<file path="config.mk">
export PLATFORM = sky130hd
export DESIGN_NAME = ldpc_iter_ctrl
export DESIGN_NICKNAME = d
export VERILOG_FILES = /design/src/rtl/ldpc_ctl_pkg.sv /design/src/rtl/ldpc_syndrome.sv /design/src/rtl/ldpc_iter_cap.sv /design/src/rtl/ldpc_phase_seq.sv /design/src/rtl/ldpc_iter_ctrl.sv
export SDC_FILE = /design/constraint.sdc
export NUM_CORES = 1
export LEC_CHECK = 0
export CORE_ASPECT_RATIO = 0.5
export CORE_MARGIN = 10
export CORE_UTILIZATION = 45
export CTS_BUF_LIST = sky130_fd_sc_hd__clkbuf_8
export DETAILED_ROUTE_END_ITERATION = 7
export GPL_ROUTABILITY_DRIVEN = 0
export PLACE_DENSITY = 0.73
export SYNTH_ARGS = -nofsm -noshare
export SYNTH_HDL_FRONTEND = slang
export SYNTH_SLANG_ARGS = --single-unit
</file>
<file path="constraint.sdc">
create_clock -name clk -period 4.4 [get_ports clk]
set_input_delay 0.88 -clock clk [delete_from_list [all_inputs] [get_ports clk]]
set_output_delay 0.88 -clock clk [all_outputs]
set_load 0.02 [all_outputs]
</file>
<file path="src/rtl/ldpc_ctl_pkg.sv">
package ldpc_ctl_pkg;

   typedef enum logic [1:0] {
      ST_IDLE = 2'd0,
      ST_V2C  = 2'd1,
      ST_C2V  = 2'd2
   } ctl_state_t;

   // Column touched by check row (grp, row) inside bit block blk.
   function automatic int unsigned h_bit_col(input int unsigned grp,
                                             input int unsigned row,
                                             input int unsigned blk,
                                             input int unsigned z);
      return blk * z + ((row + grp * blk) % z);
   endfunction

endpackage

</file>
<file path="src/rtl/ldpc_syndrome.sv">
module ldpc_syndrome #(
   parameter int unsigned Z  = 5,
   parameter int unsigned NB = 4,
   parameter int unsigned NC = 3
) (
   input  logic [NB*Z-1:0] hd_i,
   output logic            zero_o
);
   import ldpc_ctl_pkg::*;

   localparam int unsigned M = NC * Z;

   logic [M-1:0] syn;

   for (genvar g = 0; g < NC; g++) begin : g_grp
      for (genvar i = 0; i < Z; i++) begin : g_row
         logic [NB-1:0] taps;
         for (genvar k = 0; k < NB; k++) begin : g_tap
            assign taps[k] = hd_i[h_bit_col(g, i, k, Z)];
         end
         assign syn[g*Z+i] = ^taps;
      end
   end

   assign zero_o = ~|syn;

endmodule

</file>
<file path="src/rtl/ldpc_iter_cap.sv">
module ldpc_iter_cap #(
   parameter int unsigned IW        = 8,
   parameter int unsigned RESET_CAP = 10
) (
   input  logic          clk,
   input  logic          rst_n,
   input  logic          wr_i,
   input  logic [IW-1:0] val_i,
   output logic [IW-1:0] cap_eff_o
);
   logic [IW-1:0] cap_q;

   always_ff @(posedge clk) begin
      if (!rst_n)    cap_q <= IW'(RESET_CAP);
      else if (wr_i) cap_q <= val_i;
   end

   assign cap_eff_o = (cap_q == '0) ? IW'(1) : cap_q;

endmodule

</file>
<file path="src/rtl/ldpc_phase_seq.sv">
module ldpc_phase_seq #(
   parameter int unsigned PHASE_LEN = 2,
   parameter int unsigned IW        = 8
) (
   input  logic          clk,
   input  logic          rst_n,
   input  logic          start_i,
   input  logic [IW-1:0] cap_eff_i,
   input  logic          syn_zero_i,
   output logic          v2c_en_o,
   output logic          c2v_en_o,
   output logic          first_pass_o,
   output logic          busy_o,
   output logic          stop_o,
   output logic [IW-1:0] iters_done_o
);
   import ldpc_ctl_pkg::*;

   ctl_state_t    st_q;
   logic [IW-1:0] iter_q;
   logic          ph_last;

   if (PHASE_LEN == 1) begin : g_single
      assign ph_last = 1'b1;
   end else begin : g_count
      localparam int unsigned CW = $clog2(PHASE_LEN);
      logic [CW-1:0] cnt_q;
      always_ff @(posedge clk) begin
         if (!rst_n)                           cnt_q <= '0;
         else if (st_q == ST_IDLE || ph_last)  cnt_q <= '0;
         else                                  cnt_q <= cnt_q + 1'b1;
      end
      assign ph_last = (cnt_q == CW'(PHASE_LEN - 1));
   end

   assign iters_done_o = iter_q + 1'b1;
   assign stop_o = (st_q == ST_C2V) && ph_last &&
                   (syn_zero_i || (iters_done_o >= cap_eff_i));

   always_ff @(posedge clk) begin
      if (!rst_n) begin
         st_q   <= ST_IDLE;
         iter_q <= '0;
      end else begin
         unique case (st_q)
            ST_IDLE: if (start_i) begin
               st_q   <= ST_V2C;
               iter_q <= '0;
            end
            ST_V2C: if (ph_last) st_q <= ST_C2V;
            ST_C2V: if (ph_last) begin
               if (stop_o) st_q <= ST_IDLE;
               else begin
                  st_q   <= ST_V2C;
                  iter_q <= iters_done_o;
               end
            end
            default: st_q <= ST_IDLE;
         endcase
      end
   end

   assign v2c_en_o     = (st_q == ST_V2C);
   assign c2v_en_o     = (st_q == ST_C2V);
   assign first_pass_o = (st_q == ST_V2C) && (iter_q == '0);
   assign busy_o       = (st_q != ST_IDLE);

endmodule

</file>
<file path="src/rtl/ldpc_iter_ctrl.sv">
module ldpc_iter_ctrl #(
   parameter int unsigned Z         = 5,
   parameter int unsigned NB        = 4,
   parameter int unsigned NC        = 3,
   parameter int unsigned PHASE_LEN = 2,
   parameter int unsigned IW        = 8,
   parameter int unsigned RESET_CAP = 10
) (
   input  logic               clk,
   input  logic               rst_n,
   input  logic               start_i,
   input  logic               max_iter_wr_i,
   input  logic [IW-1:0]      max_iter_i,
   input  logic [NB*Z-1:0]    hd_i,
   output logic               v2c_en_o,
   output logic               c2v_en_o,
   output logic               first_pass_o,
   output logic               busy_o,
   output logic               done_o,
   output logic               converged_o,
   output logic [NB*Z-1:0]    word_o,
   output logic [IW-1:0]      iters_o
);
   localparam int unsigned N = NB * Z;

   if (Z < 2)                 begin : g_bad_z   $error("Z must be at least 2");        end
   if (NB < 2)                begin : g_bad_nb  $error("NB must be at least 2");       end
   if (NC < 1 || NC > Z)      begin : g_bad_nc  $error("NC must be in 1..Z");          end
   if (PHASE_LEN < 1)         begin : g_bad_ph  $error("PHASE_LEN must be positive");  end
   if (RESET_CAP >= (1 << IW)) begin : g_bad_cap $error("RESET_CAP exceeds IW bits");  end

   logic          syn_zero;
   logic          stop;
   logic [IW-1:0] cap_eff;
   logic [IW-1:0] iters_done;

   ldpc_syndrome #(.Z(Z), .NB(NB), .NC(NC)) u_syn (
      .hd_i   (hd_i),
      .zero_o (syn_zero)
   );

   ldpc_iter_cap #(.IW(IW), .RESET_CAP(RESET_CAP)) u_cap (
      .clk       (clk),
      .rst_n     (rst_n),
      .wr_i      (max_iter_wr_i),
      .val_i     (max_iter_i),
      .cap_eff_o (cap_eff)
   );

   ldpc_phase_seq #(.PHASE_LEN(PHASE_LEN), .IW(IW)) u_seq (
      .clk          (clk),
      .rst_n        (rst_n),
      .start_i      (start_i),
      .cap_eff_i    (cap_eff),
      .syn_zero_i   (syn_zero),
      .v2c_en_o     (v2c_en_o),
      .c2v_en_o     (c2v_en_o),
      .first_pass_o (first_pass_o),
      .busy_o       (busy_o),
      .stop_o       (stop),
      .iters_done_o (iters_done)
   );

   always_ff @(posedge clk) begin
      if (!rst_n) begin
         done_o      <= 1'b0;
         converged_o <= 1'b0;
         word_o      <= '0;
         iters_o     <= '0;
      end else begin
         done_o <= stop;
         if (stop) begin
            converged_o <= syn_zero;
            word_o      <= hd_i;
            iters_o     <= iters_done;
         end
      end
   end

   logic [N-1:0] unused_n;
   assign unused_n = '0;

endmodule

</file>
Word-level counts from Yosys, hierarchy flattened:

Index checks and enable logic that the tools add are counted.

* add/sub/neg operators: 2
* reduce and logical (&&, ||, !) cells: 30
* eq/ne operators: 6
* mux-type cells: 10
* bitwise gates (word level): 1
* $lt $le $gt $ge: 1

Operators with widths (count)
* $reduce_xor 4->1: 15
* $mux 8: 4
* $logic_not 8->1: 2
* $pmux 8 s2: 1
* $reduce_or 15->1: 1
* $add 8x1->8 const B: 1
* $ge 8x8->1: 1
* $mux 2: 3
* $pmux 2 s3: 1
* $ne 2x1->1 const B: 2
* $ne 2x2->1 const B: 2
* $reduce_and 4->1: 1
* $reduce_bool 2->1: 2
* $logic_and 1x1->1: 3
* $reduce_and 3->1: 1
* $eq 2x1->1 const B: 1
* $eq 2x2->1 const B: 1
* $logic_not 2->1: 1
* $logic_or 1x1->1: 2
* $reduce_or 2->1: 1
* $add 1x1->1 const B: 1
* $logic_not 1->1: 1
* $mux 1: 1
* $not 1->1: 1

* register bits: 49
* word-level logic and storage cells: 58
* output and inout port bits: 34
* input port bits: 32

Logic depth before layout (Yosys ltp):

* depth in word-level cells: 8
* gate-level depth with buffers: 13

By module:

A second synthesis with hierarchy kept.

* cells, all modules: 294
* area total of the unflattened synthesis: 2900.3 sq um

Modules (own cells, without submodules)
* ldpc_iter_ctrl: area an instance 1161.1 sq um, times used 1, cells an instance 96, seq. area each 600.6 sq um
* ldpc_phase_seq: area an instance 948.4 sq um, times used 1, cells an instance 117, seq. area each 220.2 sq um
* ldpc_syndrome: area an instance 442.9 sq um, times used 1, cells an instance 46, seq. area each 0.0 sq um
* ldpc_iter_cap: area an instance 347.8 sq um, times used 1, cells an instance 35, seq. area each 160.2 sq um

Least setup slack after synthesis:

OpenSTA, ideal clock, no wires.

* path kind: input port to flip-flop
* start point: input hd_i[0]
* end point: register u_seq.iter_q[1]
* path slack: 1.465 ns
* required time: 4.335 ns
* cell stages on the path: 9
* arrival: 2.870 ns
* cell sequence: buf_2 > xor2_1 > nor2_1 > or4_1 > nor4_2 > nand4_2 > nand3_2 > mux2_2 > nor2b_1

* cells in the longest elaborated chain, start to end: 7
* elaborated cells on any way between the ends: 9
* those cells by class: eq/ne (1); reduce/logical (8)

RTL lines
* start: declaration: RTL line ldpc_iter_ctrl.sv:14 `input logic [NB*Z-1:0] hd_i,`
* $reduce_xor 4->1: RTL line ldpc_syndrome.sv:21 `assign syn[g*Z+i] = ^taps;`
* $reduce_or 15->1 (*): RTL line ldpc_syndrome.sv:25 `assign zero_o = ~|syn;`
* $logic_not 1->1 (*): RTL line ldpc_syndrome.sv:25
* $logic_or 1x1->1 (*): RTL line ldpc_phase_seq.sv:38 `(syn_zero_i || (iters_done_o >= cap_eff_i));`
* $logic_and 1x1->1 (*): RTL line ldpc_phase_seq.sv:37 `assign stop_o = (st_q == ST_C2V) && ph_last &&`
* $ne 2x2->1 (no source line) (*)
* $reduce_and 4->1 (no source line) (*)
* end signal: assignment: RTL line ldpc_phase_seq.sv:55 `iter_q <= iters_done_o;`
* end: declaration: RTL line ldpc_phase_seq.sv:20 `logic [IW-1:0] iter_q;`

Mark *: on every way between the ends. The rest lies on a longest branch, timed or not.
A chain may end at the register's enable or synchronous reset.

Worst setup path after layout:

* start point: input hd_i[7]
* end point: register word_o[7]

* cells in the longest elaborated chain, start to end: 5
* elaborated cells on any way between the ends: 7
* those cells by class: reduce/logical (7)

RTL lines
* $reduce_xor 4->1: RTL line ldpc_syndrome.sv:21
* $reduce_or 15->1: RTL line ldpc_syndrome.sv:25
* $logic_not 1->1: RTL line ldpc_syndrome.sv:25
* $logic_or 1x1->1: RTL line ldpc_phase_seq.sv:38
* $logic_and 1x1->1: RTL line ldpc_phase_seq.sv:37
* end signal: assignment: RTL line ldpc_iter_ctrl.sv:74 `word_o <= hd_i;`
* end: declaration: RTL line ldpc_iter_ctrl.sv:21 `output logic [NB*Z-1:0] word_o,`

Several ways; a longest one is shown, not always the timed one.

==> out/qor.yml <==
status:
  result_of_the_run: "complete, no violations"
clock_tree:
  cts.repair_timing.setup_buffer_count: 0
  cts_num_sinks: 49
  ctsLongestPathBuffers: 2
  clock_tree_from_tritoncts: "built"
  cts_made_buffers: 5
  clk_latency_ns: 0.30
  clockRootBuffer: "clkbuf_8"
  cts.reportedPaths.clkPinSlew_ns: 0.09
  cts.hold.buffers_added: 0
  cts-resized-gates: 0
  htreeDepth: 2
finish:
  stdcell_count: 422
  most_common_library_cell_in_the_layout_ignoring_fill_and_taps: "clkdlybuf4s50_1"
  design.final.nets: 386
  mostFrequentLayoutCells: "65 x clkdlybuf4s50_1, 49 x dfxtp_1, 41 x nor2b_1"
  syn2layout_area_growth_pct: 26.4
  final_layout_size_suffix_gt1_share_pct: 3.48
  n_antenna_cell: 0
  stdcell_area_um2: 3500
hold_path:
  worst_min_path_class: "reg -> reg"
global_route:
  grt_start_max_net_pins: 50
  global_route.usage.total_pct: 13.3
  first_pass_grt_wire_length_mm: 10.6
  grt-ovfl-total: 0
  grt_pass1_vias: 2163
  grt_antenna_before_repair: 0
setup_path:
  critical_path_data_required_time_ns: 4.60
  path_class: "in -> reg"
  cp.arrival_ns: 3.71
  worstPathCellList: "clkdlybuf4s50_1 -> xnor2_1 -> o311ai_0 -> or4_1 -> nor4_2 -> nand4_2 -> nand2_4 -> mux2i_1 -> nor2b_1"
  critical_path.startpoint_type: "input pin"
  slowest_delay_ns: 0.53
  path_max_fanout: 35
  path_buf_inv: 1
  timing.critical_path.max_delay_family: "simple AND/OR/NAND/NOR gates"
  worst_setup_end_kind: "flop"
  timing.critical_path.slowest_stage_cell: "clkdlybuf4s50_1"
floorplanning:
  rows: 20
  design.core.area_um2: 6010
  die_area_um2: 9880
  die_y_um: 75.5
  i_o_pins: 66
  start_util_pct: 46.1
  die_width_um: 131
synthesis:
  syn_area_per_cell_um2: 9.72
  ys_top_cells_by_area: "dfxtp_1 35%, mux2i_1 14%, nor2b_1 9.3%"
  synth-seq-area-share_pct: 35.4
  leading_area_contributor_after_synthesis: "dfxtp_1"
  yosysWarningCount: 0
  synth_area_um2: 2770
  count_of_flip_flops_with_a_built_in_enable_after_synthesis: 0
  postSynthNetCount: 327
  synth-async-reset-ratio_pct: 0
  synth.ff_latch_count: 49
  synth_cell_types: 43
  yosysTopAreaCellShare_pct: 35.4
  yosys_most_used_dff: "dfxtp_1"
  synth_cells: 285
flow_run:
  maxCapViolations: 0
detailed_routing:
  route.vias.total: 2144
  routedWlPerCell_um: 15.0
  drtPass1Iterations: 4
  vias_per_cell: 5.08
  postRouteWirelength_mm: 6.31
  drt_iter0_drc: 110
  detail_route.drc_violations: 0
  ant_nets: 0
pwr:
  power.density_cell_area_nw_per_um2: 245
  max-vdd-ir-drop_mv: 0.126
  lkg_pwr_nw: 1.29
timing:
  rsz0062_at_grt: "false"
  final.min_clock_period_ns: 3.51
  totalNegativeSetupSlack_ns: 0
  timing.final.crit_share_pct: 79.9
  maxClockFrequency_mhz: 285
  max_slew.worst_pin.slew_ns: 0.596
  fin_worst_skew_ns: 0.00470
  hold_viol_final: 0
  setup_viol: 0
  drv_slew: 0
  worst_slew_margin_rel_pct: 60.2
place:
  buffer_ports.inserted: 65
  placedCellCount: 414
  hpwl_mm: 4.87
  post_placement_cell_area_um2: 3420
==> final timing paths <==
path | start | to | slack (ns) | depth (start not counted)
worst max-delay path | hd_i[7] | word_o[7] | 0.89 | 9
worst min-delay path | converged_o | converged_o | 0.48 | 2
worst max register to register | u_seq.iter_q[0] | u_seq.iter_q[2] | 0.94 | 12
worst min register to register | converged_o | converged_o | 0.48 | 2
==> tightest hold or removal path: cells and delay by family, from the launching register on <==
| family | cells | cell delay, ns |
|---|---|---|
| AND/OR/NAND/NOR | 1 | 0.05 |
| flip-flops | 1 | 0.33 |
| AO/OA/AOI/OAI | 1 | 0.06 |
==> routing by layer <==
layer / wire [um] / share of wire [%] / global-route usage [%] / vias to the layer above
met5: 0 / 0 / 0 / -
met4: 99 / 1.6 / 4.90 / 0
met3: 275 / 4.4 / 3.54 / 9
met2: 3030 / 48 / 22.6 / 39
met1: 2900 / 46 / 16.0 / 1011
li1: - / - / - / 1085
==> flip-flops by register name (all words and copies together) (netlist names) <==
register / cells
converged_o: 1
done_o: 1
iters_o: 8
u_cap.cap_q: 8
u_seq.g_count.cnt_q: 1
u_seq.iter_q: 8
u_seq.st_q: 2
word_o: 20
==> area by class of cell <==
cell class / count / area, um2
Inverter: 11 / 41.3
Tap cell: 77 / 96.3
Clock inverter: 3 / 11.3
Timing Repair Buffer: 66 / 658
Fill cell: 544 / 2500
Clock buffer: 5 / 68.8
Multi-Input combinational cell: 211 / 1650
Sequential cell: 49 / 981
==> synth_stat cells (4+ instances only) <==
cell,count
ha_1,10
mux2i_1,38
buf_2,5
dfxtp_1,49
nand3_1,7
xor2_1,10
a21boi_1,4
inv_1,11
nor2_1,7
xnor2_1,29
and2_1,5
nand2_1,14
a21oi_1,5
clkbuf_1,6
nor2b_1,41
==> power breakdown <==
| part | total, mW | switching, mW | internal, mW |
|---|---|---|---|
| logic | 0.150 | 0.0691 | 0.0806 |
| registers | 0.455 | 0.00542 | 0.449 |
| clock network | 0.253 | 0.147 | 0.106 |
| total | 0.858 | 0.221 | 0.636 |
==> cell families (layout without fill, tap and decap cells) <==
kind of cell             Yosys count  after routing  share of synthesized area [%]
XOR/XNOR                          40             40                           13.2
AND/OR/NAND/NOR                   94             94                           20.1
AO/OA/AOI/OAI                     28             28                           7.45
flip-flops                        49             49                           35.4
buffers and inverters             25             85                           5.19
adder cells (fa/ha/maj)           10             10                           4.52
multiplexers                      39             39                           14.1
==> through the flow <==
stage / setup WS, ns / utilization, % / hold WS [ns] / total power, mW
final: 0.887 / 58.3 / 0.482 / 0.858
after CTS: 0.885 / 58.3 / 0.489 / 0.866
after global routing: 0.634 / 58.3 / 0.519 / 0.894
after detailed placement: 0.581 / 57.0 / 0.477 / 0.615
after floorplan: 1.46 / - / 0.474 / 0.557
after global placement: 0.704 / 57.0 / 0.476 / 0.612
(Power assumes the default switching activity.)
